`src/rtl/exc_pkg.sv`:
```
package exc_pkg;

    localparam int VEC_W = 8;
    localparam logic [VEC_W-1:0] VEC_MACHINE_CHECK = 8'd18;
    localparam logic [VEC_W-1:0] VEC_FIRST_OS      = 8'd32;

    typedef enum logic [1:0] {
        CLS_INTR  = 2'd0,
        CLS_TRAP  = 2'd1,
        CLS_FAULT = 2'd2,
        CLS_ABORT = 2'd3
    } exc_cls_e;

    typedef struct packed {
        logic             hit;
        logic [VEC_W-1:0] vec;
        exc_cls_e         cls;
    } exc_cand_t;

    // class of a cause raised synchronously by the core
    function automatic exc_cls_e sync_class(input logic [VEC_W-1:0] v);
        if (v == VEC_MACHINE_CHECK) return CLS_ABORT;
        if (v < VEC_FIRST_OS)       return CLS_FAULT;
        return CLS_TRAP;
    endfunction

    // a beats b: higher class first, then lower vector
    function automatic logic outranks(input exc_cand_t a, input exc_cand_t b);
        if (!a.hit) return 1'b0;
        if (!b.hit) return 1'b1;
        if (a.cls != b.cls) return a.cls > b.cls;
        return a.vec < b.vec;
    endfunction

endpackage

```
`src/rtl/exc_sync_pick.sv`:
```
module exc_sync_pick
    import exc_pkg::*;
#(
    parameter int NSRC = 4
) (
    input  logic [NSRC-1:0]       valid,
    input  logic [NSRC*VEC_W-1:0] vecs,
    output exc_cand_t             best
);
    exc_cand_t cand [NSRC];

    for (genvar g = 0; g < NSRC; g++) begin : g_slot
        assign cand[g].hit = valid[g];
        assign cand[g].vec = vecs[g*VEC_W +: VEC_W];
        assign cand[g].cls = sync_class(vecs[g*VEC_W +: VEC_W]);
    end

    always_comb begin
        best = '0;
        for (int i = 0; i < NSRC; i++) begin
            if (outranks(cand[i], best)) best = cand[i];
        end
    end
endmodule

```
`src/rtl/exc_irq_pick.sv`:
```
module exc_irq_pick
    import exc_pkg::*;
#(
    parameter int NIRQ     = 8,
    parameter int IRQ_BASE = 32
) (
    input  logic [NIRQ-1:0] irq,
    output exc_cand_t       best
);
    always_comb begin
        best = '0;
        // scan downward so the lowest active line is kept
        for (int i = NIRQ - 1; i >= 0; i--) begin
            if (irq[i]) begin
                best.hit = 1'b1;
                best.vec = VEC_W'(IRQ_BASE + i);
                best.cls = CLS_INTR;
            end
        end
    end
endmodule

```
`src/rtl/exc_tbase.sv`:
```
module exc_tbase #(
    parameter int AW = 32
) (
    input  logic          clk,
    input  logic          rst,
    input  logic          we,
    input  logic          sup,
    input  logic [AW-1:0] wdata,
    output logic [AW-1:0] q
);
    always_ff @(posedge clk) begin
        if (rst)            q <= '0;
        else if (we && sup) q <= wdata;
    end

    p_user_write_dropped_r4: assert property (@(posedge clk) disable iff (rst)
        (we && !sup) |=> $stable(q));

    p_sup_write_lands_r3: assert property (@(posedge clk) disable iff (rst)
        (we && sup) |=> (q == $past(wdata)));
endmodule

```
`src/rtl/exc_dispatch.sv`:
```
module exc_dispatch
    import exc_pkg::*;
#(
    parameter int NSRC        = 4,
    parameter int NIRQ        = 8,
    parameter int AW          = 32,
    parameter int IRQ_BASE    = 32,
    parameter int ENTRY_LOG2  = 2
) (
    input  logic                  clk,
    input  logic                  rst,
    input  logic [NSRC-1:0]       sync_valid,
    input  logic [NSRC*VEC_W-1:0] sync_vec,
    input  logic [NIRQ-1:0]       irq,
    input  logic [AW-1:0]         cur_pc,
    input  logic [AW-1:0]         next_pc,
    input  logic                  sup_mode,
    input  logic                  tbase_we,
    input  logic [AW-1:0]         tbase_wdata,
    input  logic                  disp_ack,
    output logic                  disp_valid,
    output logic [VEC_W-1:0]      disp_vec,
    output logic [1:0]            disp_class,
    output logic [AW-1:0]         disp_addr,
    output logic [AW-1:0]         ret_pc,
    output logic                  ret_valid
);
    exc_cand_t     sync_best, irq_best, win;
    logic [AW-1:0] tbase_q;
    logic [AW-1:0] entry_addr, sel_pc;
    logic          sel_pc_ok, busy, take;

    exc_sync_pick #(.NSRC(NSRC)) u_sync (
        .valid(sync_valid), .vecs(sync_vec), .best(sync_best)
    );

    exc_irq_pick #(.NIRQ(NIRQ), .IRQ_BASE(IRQ_BASE)) u_irq (
        .irq(irq), .best(irq_best)
    );

    exc_tbase #(.AW(AW)) u_tbase (
        .clk(clk), .rst(rst), .we(tbase_we), .sup(sup_mode),
        .wdata(tbase_wdata), .q(tbase_q)
    );

    always_comb begin
        win        = outranks(sync_best, irq_best) ? sync_best : irq_best;
        take       = win.hit && !busy;
        entry_addr = tbase_q + (AW'(win.vec) << ENTRY_LOG2);
        unique case (win.cls)
            CLS_FAULT: begin sel_pc = cur_pc;  sel_pc_ok = 1'b1; end
            CLS_ABORT: begin sel_pc = '0;      sel_pc_ok = 1'b0; end
            default:   begin sel_pc = next_pc; sel_pc_ok = 1'b1; end
        endcase
    end

    always_ff @(posedge clk) begin
        if (rst) begin
            busy       <= 1'b0;
            disp_valid <= 1'b0;
            disp_vec   <= '0;
            disp_class <= '0;
            disp_addr  <= '0;
            ret_pc     <= '0;
            ret_valid  <= 1'b0;
        end else begin
            disp_valid <= take;
            if (take) begin
                busy       <= 1'b1;
                disp_vec   <= win.vec;
                disp_class <= win.cls;
                disp_addr  <= entry_addr;
                ret_pc     <= sel_pc;
                ret_valid  <= sel_pc_ok;
            end else if (disp_ack) begin
                busy <= 1'b0;
            end
        end
    end

    p_single_pulse_r9: assert property (@(posedge clk) disable iff (rst)
        disp_valid |=> !disp_valid);

    p_wait_for_ack_r10: assert property (@(posedge clk) disable iff (rst)
        busy |=> !disp_valid);

    p_abort_no_return_r8: assert property (@(posedge clk) disable iff (rst)
        (disp_valid && disp_class == CLS_ABORT) |-> !ret_valid);

    p_fault_reruns_r8: assert property (@(posedge clk) disable iff (rst)
        (disp_valid && disp_class == CLS_FAULT) |-> (ret_valid && ret_pc == $past(cur_pc)));

    p_entry_addr_r2: assert property (@(posedge clk) disable iff (rst)
        disp_valid |-> (disp_addr == $past(tbase_q) + (AW'(disp_vec) << ENTRY_LOG2)));

    p_machine_check_r5: assert property (@(posedge clk) disable iff (rst)
        (disp_valid && disp_vec == VEC_MACHINE_CHECK && disp_class != CLS_INTR)
            |-> (disp_class == CLS_ABORT));
endmodule

```
`config.mk`:
```
export PLATFORM = sky130hd
export DESIGN_NAME = exc_dispatch
export DESIGN_NICKNAME = d
export VERILOG_FILES = /design/src/rtl/exc_pkg.sv /design/src/rtl/exc_sync_pick.sv /design/src/rtl/exc_irq_pick.sv /design/src/rtl/exc_tbase.sv /design/src/rtl/exc_dispatch.sv
export SDC_FILE = /design/constraint.sdc
export NUM_CORES = 1
export LEC_CHECK = 0
export ABC_AREA = 0
export BUFFER_PORTS_ARGS = -buffer_cell sky130_fd_sc_hd__clkbuf_2
export CORE_MARGIN = 3
export CORE_UTILIZATION = 35
export CTS_CLUSTER_DIAMETER = 80
export DETAILED_ROUTE_END_ITERATION = 7
export PLACE_DENSITY = 0.65
export RECOVER_POWER = 25
export SLEW_MARGIN = 20
export SYNTH_ARGS = -nofsm -noshare
export SYNTH_HDL_FRONTEND = slang
export SYNTH_SLANG_ARGS = --single-unit
```
`constraint.sdc`:
```
create_clock -name clk -period 22.7 [get_ports clk]
set_clock_uncertainty 0.2 [all_clocks]
set_input_delay 4.54 -clock clk [delete_from_list [all_inputs] [get_ports clk]]
set_output_delay 4.54 -clock clk [all_outputs]
set_load 0.1 [all_outputs]
```
# Word-level counts from Yosys, hierarchy flattened
# Index checks and enable logic that the tools add are counted.
[totals]
elab_cells = 135
input_bits = 145
register_bits = 109
out_inout_bits = 76
[classes]
n_mux = 97
eq_ne = 10
n_addsub = 1
n_reduce_logical = 5
magnitude_cmp = 14
[op_table]
columns = ["operator", "count"]
rows = [
  ["11-bit 2-to-1 mux", 13],
  ["1-bit 2-to-1 mux", 67],
  ["32-bit one-hot mux with 2 select lines", 1],
  ["32-bit by 10-bit adder with 32-bit output", 1],
  ["8-bit by 5-bit == test with 1-bit output (second input constant)", 4],
  ["8-bit by 6-bit < comparator with 1-bit output (second input constant)", 4],
  ["8-bit < comparator", 4],
  ["2-bit 2-to-1 mux", 16],
  ["2-bit > comparator", 4],
  ["8-bit by 1-bit < comparator with 1-bit output (second input constant)", 1],
  ["2-bit != test", 4],
  ["2-bit == test (second input constant)", 2],
  ["2-bit nonzero test", 2],
  ["2-bit by 1-bit > comparator with 1-bit output (second input constant)", 1],
  ["1-bit logical AND", 2],
  ["1-bit zero test", 1],
]

# Logic depth before layout (Yosys ltp)
[depth]
depth_word = 47
mapped_depth = 39
depth_no_buf = 37

# Hierarchy
# Synthesis repeated with hierarchy kept, for this count alone.
[unflattened]
hier_cells = 776
hier_area_um2 = 6925.4
[by_module_without_submodules]
columns = ["module", "cells_per_inst", "seq_area_each_um2", "area_per_inst_um2", "instances"]
rows = [
  ["exc_dispatch", 433, 1541.5, 3977.6, 1],
  ["exc_tbase", 145, 640.6, 1522.7, 1],
  ["exc_sync_pick", 176, 0.0, 1286.2, 1],
  ["exc_irq_pick", 22, 0.0, 138.9, 1],
]

# Worst setup path before layout
# Ideal clock, no wire load.
[synth_timing]
path_type = "input to register"
startpoint = "input port sync_vec[13]"
endpoint = "register disp_addr[21]"
cell_stages = 36
path_slack_ns = 10.135
t_arrival_ns = 12.247
required_ns = 22.382
setup_ns = 0.118
n_path_buf = 2
cell_sequence = "or3_1 -> a21oi_1 -> ha_1 -> a32oi_4 -> and3b_1 -> nor2_1 -> mux2i_1 -> inv_1 -> ha_1 -> and3b_1 -> o211ai_1 -> or2_2 -> or4b_1 -> and3_1 -> buf_6 -> mux2_1 -> inv_1 -> ha_1 -> o21a_1 -> o21a_1 -> o2111ai_1 -> a21o_1 -> o311a_1 -> nand2_1 -> mux2i_1 -> nand2_1 -> ha_1 -> a21o_1 -> a21oi_1 -> o21bai_1 -> a21o_1 -> a21oi_1 -> clkbuf_1 -> nor4_1 -> xor2_1 -> a22o_1"
[synth_rtl]
columns = ["element", "line_no", "rtl"]
rows = [
  ["from (decl)", "exc_dispatch.sv:13", "input logic [NSRC*VEC_W-1:0] sync_vec,"],
  ["to (signal assigned)", "exc_dispatch.sv:72", "disp_addr <= entry_addr;"],
  ["to (decl)", "exc_dispatch.sv:24", "output logic [AW-1:0] disp_addr,"],
]

==> results.md <==
- The I/O pin total is between 200 and 250.
- The post-DP HPWL is roughly 14000 um.
- Tracing the worst setup path back leads to its startpoint at sync_vec[13].
- The root cell of the clock tree is clkbuf_16.
- The number of nets in the synthesized netlist is about 950.
- TritonCTS built the clock tree.
- Setup repair after global routing left no endpoint under its margin.
- The count of maximum capacitance violations is 1.
- Once detail routing completed, the nets flagged for antenna violations numbered 0.
- A synthesized cell averages about 8.3 um2.
- The setup-violating endpoint count in the final report is 0.
- The number of hold violations in the final report is 0.
- The floorplan step defined a core boundary enclosing around 17000 um2.
- The die width is ~140 um.
- The detailed-route via count is ~6000.
- The fraction of power spent switching nets is around 42%.
- The post-synthesis sequential area ratio is 34.5%.
- The number of global-route vias before repair is around 5600.
- The cell leakage power is roughly 3.7 nW.
- The achievable frequency is 72.9 MHz.
- Counting along the longest clock path gives a buffer depth of 2.
- In the final timing run, aggregate negative setup slack is 0 ns.
- Hold timing on the final database bottoms out at a slack of 0.254 ns.
- The actual transition at the worst max-transition pin is between 1.5 and 2 ns.
- The placed instances occupy a cell area of 7580 um2.
- The worst path buffer plus inverter count is 4.
- The number of input and output port buffers inserted is 220.
- The path category of the worst min-delay check is reg -> reg.
- The first global-routing pass estimated around 29000 um of wire.
- The startpoint class of the critical path is an input port.
- The initial antenna violation count is 0.
- The clock insertion delay at the later pin of the skew report is 0.35 ns.
- The starting density of the core is 36.1%.
- The worst path needs 13.71 ns of the cycle, external delays included.
- Summing every instance area after synthesis gives between 6000 and 7000 um2.
- The critical-path maximum fanout is 13.
- Global routing consumed, over all layers together, roughly 18% of the routing resources.
- Yosys attributes the largest share of cell area to dfxtp_1, nand2_1, o221ai_2, ha_1, inv_1.
- The worst register-to-register path begins at busy.
- After filler insertion, the fill cell instance count of the layout stands at approximately 1800.
- The DRC violation count after routing is 0.
- The number of flops mapped to enable cells by yosys is 0.
- The number of unique standard cell types used by synthesis is a little over 60.
- The least setup slack across all paths after layout is approximately 9 ns.
- The critical path's most frequent cell is ha_1.
- After clock tree synthesis, the clock-pin slew on the worst setup and hold paths is ~0.080 ns.
- The fraction of final layout cells sized beyond drive strength 1 is approximately 29%.
- The final non-filler cell area is 7890 um2.
- The headroom to the max-slew limit is -8.84%.
- Synthesis handed over a netlist of 764 instances.
- Synthesis inferred between 100 and 150 register bits.
- In this run the number of H-tree levels came out at 3.
- After detailed placement, the design holds a cell count of 1176.
- The path type of the worst setup path is in -> reg.
- After detailed routing, the total wire length is 17800 um.
- For the worst setup path, the data required time is approximately 23 ns.
- The top-area cell type share of the netlist area is about a third.
- The post-route fraction of the period consumed by the critical path is around 60%.
- In the final routed layout, each cell accounts on average for 14.9 um.
- The floorplan step set the die height to about 140 um.
- The congestion estimate from routability-driven global placement came to around 0.84.
- The combinational fraction of design power is 37.0%.
- The number of standard cells in the final layout excluding fillers is 1192.
- The floorplan has between 40 and 50 rows.
- The startpoint of the worst hold path is u_tbase.q[0].
- The share of power burned in the clock network is ~28%.
- Summed over all nets, the switching power comes to between 0.2 and 0.3 mW.
- The count of synthesis-stage warnings from yosys is 0.
- The run finished, with violations left.
- In this design, the largest share of critical-path delay is due to simple AND/OR/NAND/NOR gates.
- STA classifies the critical path endpoint as a flip-flop.
- The DRC marker count from the first detailed-route iteration is ~210.
- The number of clock buffers added by TritonCTS is 9.
- The final reports fail on max-capacitance violations, max-slew violations.
- The number of detailed-routing iterations run before antenna repair is 5.
- Post-CTS timing repair inserted 0 buffers for setup.
- Among all cell types in the netlist, the one instantiated most often is nand2_1.
- Relative to the synthesized area, the layout overhead comes to 24.9%.
- The fraction of registers with async set/reset is 0%.
- In this design, the stage delay of the slowest critical-path cell is between 0.8 and 0.9 ns.
- The leftover overflow at the end of global routing is 0.
- IR analysis of the VDD net gives a maximum drop of 0.0000430 V.
- At the worst endpoint, the arrival time is between 10 and 15 ns.
- The number of nets at the end of the flow is between 1000 and 1500.
- For this design the ratio of total power to cell area is about 80 nW/um2.
- The most common flop cell mapped by yosys is dfxtp_1.
- In the synthesized netlist, the cells that appear most often are nand2_1, dfxtp_1, inv_1.
- Before CTS, the worst setup slack after placement is 8.68 ns.
- The cell-internal power is roughly 0.35 mW.
- The detailed-route vias per instance is around 5.0.
- In this run, post-CTS hold repair placed 0 buffers.
- The post-cts resize count is 0.
- The repair_antennas step left the layout with diodes totalling 0.
- The largest total area in the synthesized netlist belongs to dfxtp_1.
- The number of max-slew violations in the final report was 33.
- The setup slack of the worst register-to-register path is ~20 ns.
- The number of sinks handled by clock tree synthesis is approximately 110.
- The pin count of the biggest net entering global routing is 71.
- The die covers a little under 20000 um2.
- The sequential fraction of design power is 35.5%.
- The slowest stage of the critical path belongs to the cell a21oi_1.
[power by group through the flow]
stage	Clock, mW	Combinational [mW]	Sequential (mW)
finish	0.169	0.227	0.217
global route	0.182	0.244	0.220
CTS	0.175	0.229	0.217
detailed placement	0	0.228	0.222
global placement	0	0.227	0.221
floorplan	0	0.0831	0.317
[placed cells by master, fill, tap and decap left out, types with 6 or more instances in the layout]
cell,instances
nor3_1,9
o221ai_2,30
ha_1,35
nor2_1,41
mux2_4,8
nor4b_1,7
clkbuf_2,205
a211oi_1,21
nand3_1,7
dfxtp_1,109
a21oi_1,57
xnor2_1,17
nor4_1,6
and3_1,6
inv_1,92
o21ai_0,14
nand2_1,151
clkbuf_1,15
a22o_1,10
o211ai_1,12
clkbuf_16,9
xor2_1,10
[path summary, 6_finish.rpt]
kind	endpoint	cells after the start
hold reg to reg	disp_addr[0]	2
setup / recovery	disp_addr[22]	33
setup reg to reg	ret_pc[19]	7
hold / removal	disp_addr[0]	2
[area by class of cell]
| class | count | area [um2] | share of cell area (%) |
|---|---|---|---|
| clock inverters | 7 | 103 | 1.30 |
| clock buffers | 9 | 225 | 2.85 |
| repair buffers | 224 | 1110 | 14.1 |
| well taps | 225 | 282 | 3.57 |
| inverters | 92 | 345 | 4.38 |
| multi-input cells | 526 | 3640 | 46.1 |
| flip-flops and latches | 109 | 2180 | 27.7 |
[flip-flops by register name (all words and copies together), names as in the netlist]
signal / count
ret_valid: 1
disp_vec: 8
busy: 1
u_tbase.q: 32
disp_class: 2
ret_pc: 32
disp_addr: 32
disp_valid: 1
[metrics by stage]
| step | power [mW] | utilization [%] |
|---|---|---|
| 2_1_floorplan | 0.400 | - |
| 3_3_place_gp | 0.448 | 43.4 |
| 3_5_place_dp | 0.450 | 43.4 |
| 4_1_cts | 0.621 | 45.2 |
| 5_1_grt | 0.646 | 45.1 |
| 6_report | 0.613 | 45.1 |
[worst reg2reg max path, stage by stage, from the launching register on]
cell and delay [ns]:
dfxtp_1 0.39, inv_1 0.12, nand2_1 0.32, nor2_1 0.77
a21boi_0 0.44, a2bb2oi_4 0.09, buf_4 0.29, o221ai_1 0.25
[cells by family (layout without fill, tap and decap cells)]
kind of cell             count (synthesis)  in the layout  share of synthesized area (%)
AO/OA/AOI/OAI                          185            185                           23.7
XOR/XNOR                                27             27                           3.74
adder cells (fa/ha/maj)                 36             36                           7.25
buffers and inverters                  129            332                           8.32
flip-flops                             109            109                           34.5
multiplexers                            18             18                           3.76
AND/OR/NAND/NOR                        260            260                           18.7
[per-layer routing]
metal / up-vias / track usage [%] / part of all wire, %
met3: 19 / 3.69 / 6.2
met1: 2676 / 23.9 / 46
met4: 0 / 5.20 / 2.0
met5: - / 0 / 0
met2: 198 / 28.6 / 46
li1: 3058 / - / -
No activity file was read; power rests on OpenSTA's default activity.
